==> src/rtl/tmr16_atomic.sv <==
module tmr16_atomic #(
  parameter int BW = 8
) (
  input  logic          clk,
  input  logic          rst_n,
  input  logic          ext_in,
  input  logic [1:0]    addr,
  input  logic          wr_en,
  input  logic          rd_en,
  input  logic [BW-1:0] wdata,
  output logic [BW-1:0] rdata,
  output logic          irq
);
  localparam int CW = 2 * BW;
  localparam logic [CW-1:0] CMAX = '1;

  logic [CW-1:0] cnt;
  logic [BW-1:0] hbuf, hwbuf;
  logic run_en, src_ext, no_sync, wide, flag;
  logic [1:0] sy;
  logic sy_d, raw_d;
  logic tick, inc;
  logic wr_lo, wr_hi, wr_ctl, cnt_wr;

  assign wr_lo  = wr_en && addr == 2'd0;
  assign wr_hi  = wr_en && addr == 2'd1;
  assign wr_ctl = wr_en && addr == 2'd2;
  assign cnt_wr = wr_lo || (wr_hi && !wide);

  assign tick = no_sync ? (ext_in && !raw_d) : (sy[1] && !sy_d);
  assign inc  = run_en && (src_ext ? tick : 1'b1);

  always_ff @(posedge clk) begin
    if (!rst_n) begin
      cnt <= '0; hbuf <= '0; hwbuf <= '0;
      run_en <= 1'b0; src_ext <= 1'b0; no_sync <= 1'b0; wide <= 1'b0; flag <= 1'b0;
      sy <= '0; sy_d <= 1'b0; raw_d <= 1'b0;
    end else begin
      sy    <= {sy[0], ext_in};
      sy_d  <= sy[1];
      raw_d <= ext_in;
      if (wr_ctl) begin
        run_en  <= wdata[0];
        src_ext <= wdata[1];
        no_sync <= wdata[2];
        wide    <= wdata[3];
        if (!wdata[BW-1]) flag <= 1'b0;
      end
      if (wr_lo)              cnt <= wide ? {hwbuf, wdata} : {cnt[CW-1:BW], wdata};
      else if (wr_hi && !wide) cnt <= {wdata, cnt[BW-1:0]};
      else if (inc)           cnt <= cnt + 1'b1;
      if (wr_hi && wide) hwbuf <= wdata;
      if (inc && !cnt_wr && cnt == CMAX) flag <= 1'b1;
      if (rd_en && addr == 2'd0 && wide) hbuf <= cnt[CW-1:BW];
    end
  end

  always_comb begin
    case (addr)
      2'd0:    rdata = cnt[BW-1:0];
      2'd1:    rdata = wide ? hbuf : cnt[CW-1:BW];
      2'd2:    rdata = {flag, {(BW-5){1'b0}}, wide, no_sync, src_ext, run_en};
      default: rdata = '0;
    endcase
  end

  assign irq = flag;
endmodule

==> config.mk <==
export PLATFORM = sky130hd
export DESIGN_NAME = tmr16_atomic
export DESIGN_NICKNAME = d
export VERILOG_FILES = /design/src/rtl/tmr16_atomic.sv
export SDC_FILE = /design/constraint.sdc
export NUM_CORES = 1
export LEC_CHECK = 0
export BUFFER_PORTS_ARGS = -buffer_cell sky130_fd_sc_hd__buf_2
export CORE_MARGIN = 2
export CORE_UTILIZATION = 55
export DETAILED_ROUTE_END_ITERATION = 6
export PLACE_DENSITY_LB_ADDON = 0.15
export SYNTH_ARGS = -nofsm -noshare
export SYNTH_HDL_FRONTEND = slang
export SYNTH_SLANG_ARGS = --single-unit
==> constraint.sdc <==
create_clock -name clk -period 1.8 [get_ports clk]
set_clock_uncertainty 0.05 [all_clocks]
set_input_delay 0 -clock clk [delete_from_list [all_inputs] [get_ports clk]]
set_output_delay 0 -clock clk [all_outputs]
set_load 0.02 [all_outputs]
==> impl_metrics.ini, run 1 <==
[placement]
gp_congestion = 1.047
pre_cts_ws_ns = -0.001246
dp_hpwl_um = 5643
dpl.cell_count = 393
numPortBuffers = 23

[cells_and_area]
area_growth_pct = 23.80
instances_no_fill = 411
drive_gt1_frac = 0.2438
mostFrequentLayoutCells = nand2_1, a21oi_1, dfxtp_1
fin_util = 0.7198
final_common_cell = nand2_1
antennaDiodeCount = 0
fin_nets = 377

[sta]
max_freq_mhz = 576.1
finalCritPeriodShare = 0.9643
hold_violations = 0
setup_viol = 0
worst_slew_pin_slew_ns = 0.4952
slew_violations = 0
period_needed_ns = 1.736
rsz0062_at_grt = true
relSlewSlack = 0.6699
fin_ws_ns = 0.06417

[setup_path]
cp-end-kind = flip-flop
cp-endpoint = cnt[14]$_SDFFE_PN0P_
cp.arrival_ns = 1.93
path_max_fanout = 6
worstSetupStartpointType = flip-flop
cp-startpoint = cnt[1]$_SDFFE_PN0P_
reg2regPathDepth = 6
rr_startpoint = cnt[1]$_SDFFE_PN0P_
rrSetupSlack_ns = 0.06
r2r_end = cnt[14]$_SDFFE_PN0P_
worstPathRequired_ns = 1.99
path_class = flip-flop to flip-flop

[cts]
cts_tree = done
cts_root_buffer = clkbuf_8
clk_latency_ns = 0.29
clockBufferDepth = 2
clkTransAtPathRegs_ns = 0.07
cts.sinks = 40
numCtsBuffers = 5
cts_max_level = 2

[synth]
synthCells = 309
synth-seq-cells = 40
syn_nets = 325
synth.distinct_cells = 62
avgSynthCellArea_um2 = 7.689
synth_top_area_share = 0.3370
yosys_warnings = 0
syn_area_um2 = 2376
synth_top_cell_by_area = dfxtp_1
synth_edf_count = 0
synthArstFlopShare = 0
seq_area_frac_synth = 0.3370
ys.flop_type = dfxtp_1
synthTopCellsByArea = dfxtp_1, nand2_1, a21oi_1

[global_routing]
grt_max_degree = 22
grt_pass1_vias = 2482
grt-ovfl-total = 0
grt_pass1_wl_um = 12690
antenna_found_initial = 0
grtUsageTotal = 0.3308

[routing]
drc_errors = 0
wirelength_um = 7740
drt_iter0_markers = 288
via_per_inst = 6.229
dr_wl_met3_um = 689
wl_met1_um = 3220
ant_nets = 0
dr_wl_met2_um = 3631
top_layer = met4
vias = 2560
avgRoutedWirePerCell_um = 18.83
drt_pass1_iterations = 5

[power_and_ir_drop]
leakagePower_nw = 1.084
cellPowerDensity_nw_per_um2 = 614.1
ir_worst_vdd_mv = 0.5368
power_w = 0.001806

[die]
die-area_um2 = 4862
dieHeight_um = 69.73
start_util = 0.5814
io_pins = 24
die_x_um = 69.73
rows = 23
core_um2 = 4086

[hold_path]
hp-class = input pin to flip-flop

[outcome]
outcome = completed

[flow_run]
cap_violations = 0
-- layout make-up --
class | count | area (um^2)
inverters | 7 | 26.28
clock inverters | 1 | 5.005
well taps | 50 | 62.56
clock buffers | 6 | 72.57
fillers | 342 | 1145
flip-flops and latches | 40 | 808.3
repair buffers | 66 | 464.2
multi-input cells | 241 | 1503
-- worst min-delay path by stage --
stage | end | from | slack (ns) | cells after the start
floorplan | sy[0]$_SDFF_PN0_ | ext_in | 0.07 | 1
global placement | sy[0]$_SDFF_PN0_ | ext_in | 0.17 | 2
detailed placement | sy[0]$_SDFF_PN0_ | ext_in | 0.17 | 2
CTS | wide$_SDFFE_PN0P_ | wr_en | 0.005 | 3
global route | cnt[2]$_SDFFE_PN0P_ | rst_n | 0.02 | 2
finish | no_sync$_SDFFE_PN0P_ | wr_en | 0.009 | 3
-- cell families (layout without fill, tap and decap cells) --
group / after synthesis / in the layout / synth area share
fa+ha+maj: 1 / 1 / 0.005265
mux: 12 / 12 / 0.05055
simple gates: 129 / 129 / 0.2733
buf+inv: 28 / 80 / 0.05477
compound gates: 97 / 97 / 0.2717
xor+xnor: 2 / 2 / 0.007374
flops: 40 / 40 / 0.3370
-- cells in the mapped netlist, types with 6 or more instances --
cell / number
nor2_1: 17
a21oi_1: 38
nand3_1: 14
dfxtp_1: 40
nand2_1: 56
o21ai_0: 12
buf_2: 11
clkbuf_1: 8
mux2i_1: 12
inv_1: 7
nor3_1: 6
-- routing by layer --
metal / vias up / track usage
met4: 0 / 0.1282
met3: 22 / 0.06831
met1: 1176 / 0.4358
li1: 1222 / -
met5: - / 0
met2: 140 / 0.5321
-- metrics by stage --
step                hold slack, ns  cell area [um^2]   TNS [ns]
floorplan                  0.07171              2376          0
global placement            0.1714              2708          0
detailed placement          0.1721              2708  -0.001246
CTS                       0.004924              2884          0
global route               0.02281              2942   -0.05009
finish                    0.009055              2942          0
-- state kept, by name, summed over array words and instances, names as in the netlist --
signal and count:
sy 2, cnt 16, hwbuf 8, no_sync 1, hbuf 8, wide 1
run_en 1, sy_d 1, src_ext 1, irq 1
-- power breakdown --
part / total [W] / internal [W] / switching (W)
Clock: 0.000562 / 0.000263 / 0.000299
Sequential: 0.000922 / 0.000904 / 0.0000182
Combinational: 0.000322 / 0.000130 / 0.000192
-- timing repair --
item | CTS | global route
setup endpoints to repair | 2 | 7
pin swaps | 0 | 9
setup buffers | 0 | 3
hold buffers | 9 | 0
endpoints found under the hold margin | 13 | 0
gates resized for setup | 2 | 15
-- worst max-delay path, cell delays in order (launching register included) --
cell     delay, ns
dfxtp_2       0.34
ha_1          0.17
nand4_1       0.20
or2_4         0.33
or4_1         0.40
nand3_1       0.09
a32o_1        0.11
(Power assumes the default switching activity.)
==> run 2: changes to the inputs <==
- CELL_PAD_IN_SITES_DETAIL_PLACEMENT: default -> 2
- CELL_PAD_IN_SITES_GLOBAL_PLACEMENT: default -> 2
- CORE_UTILIZATION: 55 -> 34
==> run 2 against run 1 <==
Net effect: die area up 58%; critical path depth unchanged; largest cell class unchanged; global-route usage shrank 5.4 points; final cell count up 12%; sequential power is 0.8% higher; clock-buffer cell count is the same; via count is 3.2% higher; highest routed layer unchanged.
==> impl_metrics.ini, run 2 (synthesis results as in run 1) <==
[setup_path]
rrSetupSlack_ns = 0.04
worstPathRequired_ns = 1.95
worstSetupStartpointType = flip-flop
cp.arrival_ns = 1.91
path_class = flip-flop to flip-flop
path_max_fanout = 8
cp-end-kind = flip-flop

[cells_and_area]
drive_gt1_frac = 0.2548
antennaDiodeCount = 0
largest_reg_flops = 16
fin_util = 0.4455
top_register = cnt
final_common_cell = nand2_1
fin_nets = 381
mostFrequentLayoutCells = nand2_1, a21oi_1, buf_4
area_growth_pct = 27.38
reg.largest.list = cnt x16, hbuf x8, hwbuf x8

[power_and_ir_drop]
cellPowerDensity_nw_per_um2 = 617.4
power_w = 0.001869
leakagePower_nw = 1.094
ir_worst_vdd_mv = 0.3025

[sta]
rsz0062_at_grt = true
finalCritPeriodShare = 0.9797
worst_slew_pin_slew_ns = 0.4870
slew_violations = 0
period_needed_ns = 1.763
hold_violations = 0
max_freq_mhz = 567.1
setup_viol = 0
relSlewSlack = 0.6719
fin_ws_ns = 0.03654

[flow_run]
cap_violations = 0

[routing]
vias = 2641
wirelength_um = 10370
drt_pass1_iterations = 4
drc_errors = 0
avgRoutedWirePerCell_um = 22.49
top_layer = met4
dr_wl_met2_um = 5005
wl_met1_um = 4703
dr_wl_met3_um = 411
via_per_inst = 5.729
drt_iter0_markers = 134
ant_nets = 0

[die]
die-area_um2 = 7673
dieHeight_um = 87.60
core_um2 = 6794
io_pins = 24
start_util = 0.3497
die_x_um = 87.60
rows = 30

[cts]
cts.sinks = 40
numCtsBuffers = 5
clockBufferDepth = 2
clkTransAtPathRegs_ns = 0.08
cts_tree = done
clk_latency_ns = 0.30
cts_max_level = 2
cts_root_buffer = clkbuf_8

[global_routing]
antenna_found_initial = 0
grt_pass1_vias = 2763
grtUsageTotal = 0.2764
grt_max_degree = 28
grt-ovfl-total = 0
grt_pass1_wl_um = 15680

[placement]
numPortBuffers = 23
gp_congestion = 0.9114
pre_cts_ws_ns = -0.02092
dp_hpwl_um = 7461

[hold_path]
hp-class = input pin to flip-flop

[outcome]
outcome = completed
-- run 2: cell types whose count changed in the layout (fill, tap and decap cells not counted), sizes merged --
cell  previous run  this run
buf             57        61
-- run 2: path summary, 6_finish.rpt --
check	startpoint	endpoint	cells after the start
hold / removal	rst_n	cnt[12]$_SDFFE_PN0P_	2
setup / recovery	no_sync$_SDFFE_PN0P_	cnt[11]$_SDFFE_PN0P_	6
hold reg to reg	hwbuf[0]$_SDFFE_PN0P_	hwbuf[0]$_SDFFE_PN0P_	2
setup reg to reg	no_sync$_SDFFE_PN0P_	cnt[11]$_SDFFE_PN0P_	6
-- run 2: critical path, cell delays in order (launching register included) --
cell and delay, ns:
dfxtp_2 0.35, and3b_1 0.22, o31ai_4 0.27, buf_6 0.19
a21o_4 0.19, a221oi_2 0.06, a2111oi_2 0.33
-- run 2: metal layers --
metal	global-route usage	vias up
li1	-	1231
met1	0.3745	1320
met2	0.4663	73
met3	0.03676	17
met4	0.06713	0
met5	0	-
-- run 2: final cells by class --
cell class | instances | area, um^2
fillers | 777 | 3767
well taps | 96 | 120.1
clock inverters | 1 | 5.005
multi-input cells | 241 | 1499
flip-flops and latches | 40 | 809.5
inverters | 7 | 26.28
repair buffers | 70 | 494.2
clock buffers | 6 | 72.57
-- run 2: repair_timing --
action,CTS,global route
hold endpoints to repair,13,0
pin swaps,1,8
hold buffers,9,0
setup endpoints to repair,2,7
resized for setup,2,15
buffers inserted,0,1
-- run 2: stage by stage --
stage / hold WS (ns) / instances / TNS (ns) / cell area, um^2
3_5_place_dp: 0.1884 / 445 / -0.02092 / 2798
4_1_cts: 0.03415 / 461 / 0 / 2972
3_3_place_gp: 0.1725 / 445 / 0 / 2798
5_1_grt: 0.02409 / 461 / -0.08442 / 3027
2_1_floorplan: 0.07171 / 309 / 0 / 2376
6_report: 0.04162 / 461 / 0 / 3027
-- run 2: power breakdown --
part	switching (W)	internal (W)	leakage [nW]
combinational	0.000210	0.000131	0.726
sequential	0.0000245	0.000905	0.326
clock	0.000334	0.000265	0.0410
total	0.000568	0.00130	1.09
==> run 3: changes to the inputs <==
- clock period: 1.8 -> 1.7 ns (I/O delays scaled with it)
==> run 3 against run 2 <==
Net effect: sequential cell count unchanged; critical path depth decreased by 1; highest routed layer unchanged; largest cell class unchanged; global-route usage increased by 6.3 points; combinational power increased by 42%; the run now ends with negative setup slack left; total power increased by 15%; maximum frequency decreased by 6.9%; sequential share of layout area decreased by 3.1 points; wire length increased by 37%; die area unchanged.
==> impl_metrics.ini, run 3 (synthesis results as in run 1) <==
[cells_and_area]
area_growth_pct = 46.34
fin_nets = 403
mostFrequentLayoutCells = nand2_1, buf_4, a21oi_1
top_register = cnt
largest_reg_flops = 16
finalInstanceArea_um2 = 3477
reg.largest.list = cnt x16, hbuf x8, hwbuf x8
final_common_cell = nand2_1
drive_gt1_frac = 0.3824
antennaDiodeCount = 0

[routing]
via_per_inst = 6.325
ant_nets = 0
drt_pass1_iterations = 5
wirelength_um = 14240
vias = 3055
avgRoutedWirePerCell_um = 29.48
drc_errors = 0
drt_iter0_markers = 235

[die]
dieHeight_um = 87.60
start_util = 0.3497
die-area_um2 = 7673
core_um2 = 6794
io_pins = 24
rows = 30
die_x_um = 87.60

[sta]
slew_violations = 0
setup_viol = 18
tns_ns = -1.510
hold_violations = 0
fin_ws_ns = -0.1944
max_freq_mhz = 527.9
period_needed_ns = 1.894
rsz0062_at_grt = true
relSlewSlack = 0.6200
finalCritPeriodShare = 1.114
worst_slew_pin_slew_ns = 0.5693

[setup_path]
path_max_fanout = 5
worst-path-buf-inv = 0
path_cells = nand4_1 > nor4_4 > xor2_1 > a221oi_2 > a2111oi_4
cp_slowest_cell = dfxtp_2
worstSetupStartpointType = flip-flop
path_delay_family = simple AND/OR/NAND/NOR gates
cp-end-kind = flip-flop
path_class = flip-flop to flip-flop
slowest_delay_ns = 0.41
worstPathRequired_ns = 1.86
cp.arrival_ns = 2.06

[power_and_ir_drop]
clock_power_share = 0.314
cellPowerDensity_nw_per_um2 = 616.1
ir_worst_vdd_mv = 0.2721
p_switching_w = 0.0007118
p_int_w = 0.001431
leakagePower_nw = 1.288
combPwrFrac = 0.226
swShare = 0.3322
seq_power_share = 0.460

[placement]
pre_cts_ws_ns = -0.1807
numPortBuffers = 23
post_dp_cell_area_um2 = 2910
dp_hpwl_um = 7717
gp_congestion = 0.8696

[global_routing]
grt_max_degree = 22
grt-ovfl-total = 0
grt_pass1_vias = 3184
antenna_found_initial = 0
grtUsageTotal = 0.3392
grt_pass1_wl_um = 19090

[cts]
cts.sinks = 40
clk_latency_ns = 0.31
cts_root_buffer = clkbuf_8
cts_max_level = 2
clkTransAtPathRegs_ns = 0.09
numCtsBuffers = 5
cts_tree = done
clockBufferDepth = 2

[flow_run]
cap_violations = 0

[hold_path]
hp-class = input pin to flip-flop

[outcome]
violations = negative setup slack
outcome = complete, but fails checks
## run 3: worst paths after layout
kind              slack, ns  cells past startpoint            startpoint              endpoint
hold reg to reg        0.41                      2  hbuf[1]$_SDFFE_PN0P_  hbuf[1]$_SDFFE_PN0P_
hold / removal         0.03                      2                 rst_n   cnt[2]$_SDFFE_PN0P_
setup / recovery      -0.19                      5   cnt[7]$_SDFFE_PN0P_  cnt[11]$_SDFFE_PN0P_
setup reg to reg      -0.19                      5   cnt[7]$_SDFFE_PN0P_  cnt[11]$_SDFFE_PN0P_
## run 3: what timing repair did
item	CTS	global route
resized for setup	30	44
setup buffers	6	6
hold buffers	9	0
setup endpoints to repair	14	21
pin swaps	19	29
endpoints found under the hold margin	14	0
gates cloned	0	0
## run 3: metal layers
metal  global-route usage  vias up  wire [um]
li1                     -     1276          -
met1               0.4066     1541       5592
met2               0.5909      175       7032
met3              0.05184       63        914
met4               0.1636        0        699
met5                    0        -          0
## run 3: layout make-up
cell class | count | area, um^2
Inverter | 7 | 26.28
Clock inverter | 1 | 5.005
Clock buffer | 6 | 72.57
Fill cell | 716 | 3317
Sequential cell | 40 | 823.3
Tap cell | 96 | 120.1
Multi-Input combinational cell | 241 | 1714
Timing Repair Buffer | 92 | 715.7
## run 3: per-stage QoR
stage                     hold slack (ns)  utilization  cells  power (W)
final                             0.03265       0.5118    483   0.002142
after global routing              0.04778       0.5118    483   0.002205
after CTS                         0.01261       0.4772    477   0.002022
after detailed placement           0.1790       0.4284    455   0.001351
after global placement             0.1711       0.4284    455   0.001334
after floorplan                   0.07171            -    309   0.001182
## run 3: power groups by stage
stage	registers (W)	clock network [W]	logic (W)
final	0.000985	0.000674	0.000484
after global routing	0.000987	0.000716	0.000502
after CTS	0.000981	0.000648	0.000393
after detailed placement	0.00100	0	0.000351
after global placement	0.000998	0	0.000336
after floorplan	0.000996	0	0.000187
## run 3: worst register-to-register path, delay by kind of cell, from the launching register on
| kind | cells | cell delay, ns |
|---|---|---|
| DFF | 1 | 0.41 |
| and+or+nand+nor | 2 | 0.63 |
| xor gates and xnor gates | 1 | 0.25 |
| AOI/OAI and AO/OA | 2 | 0.45 |
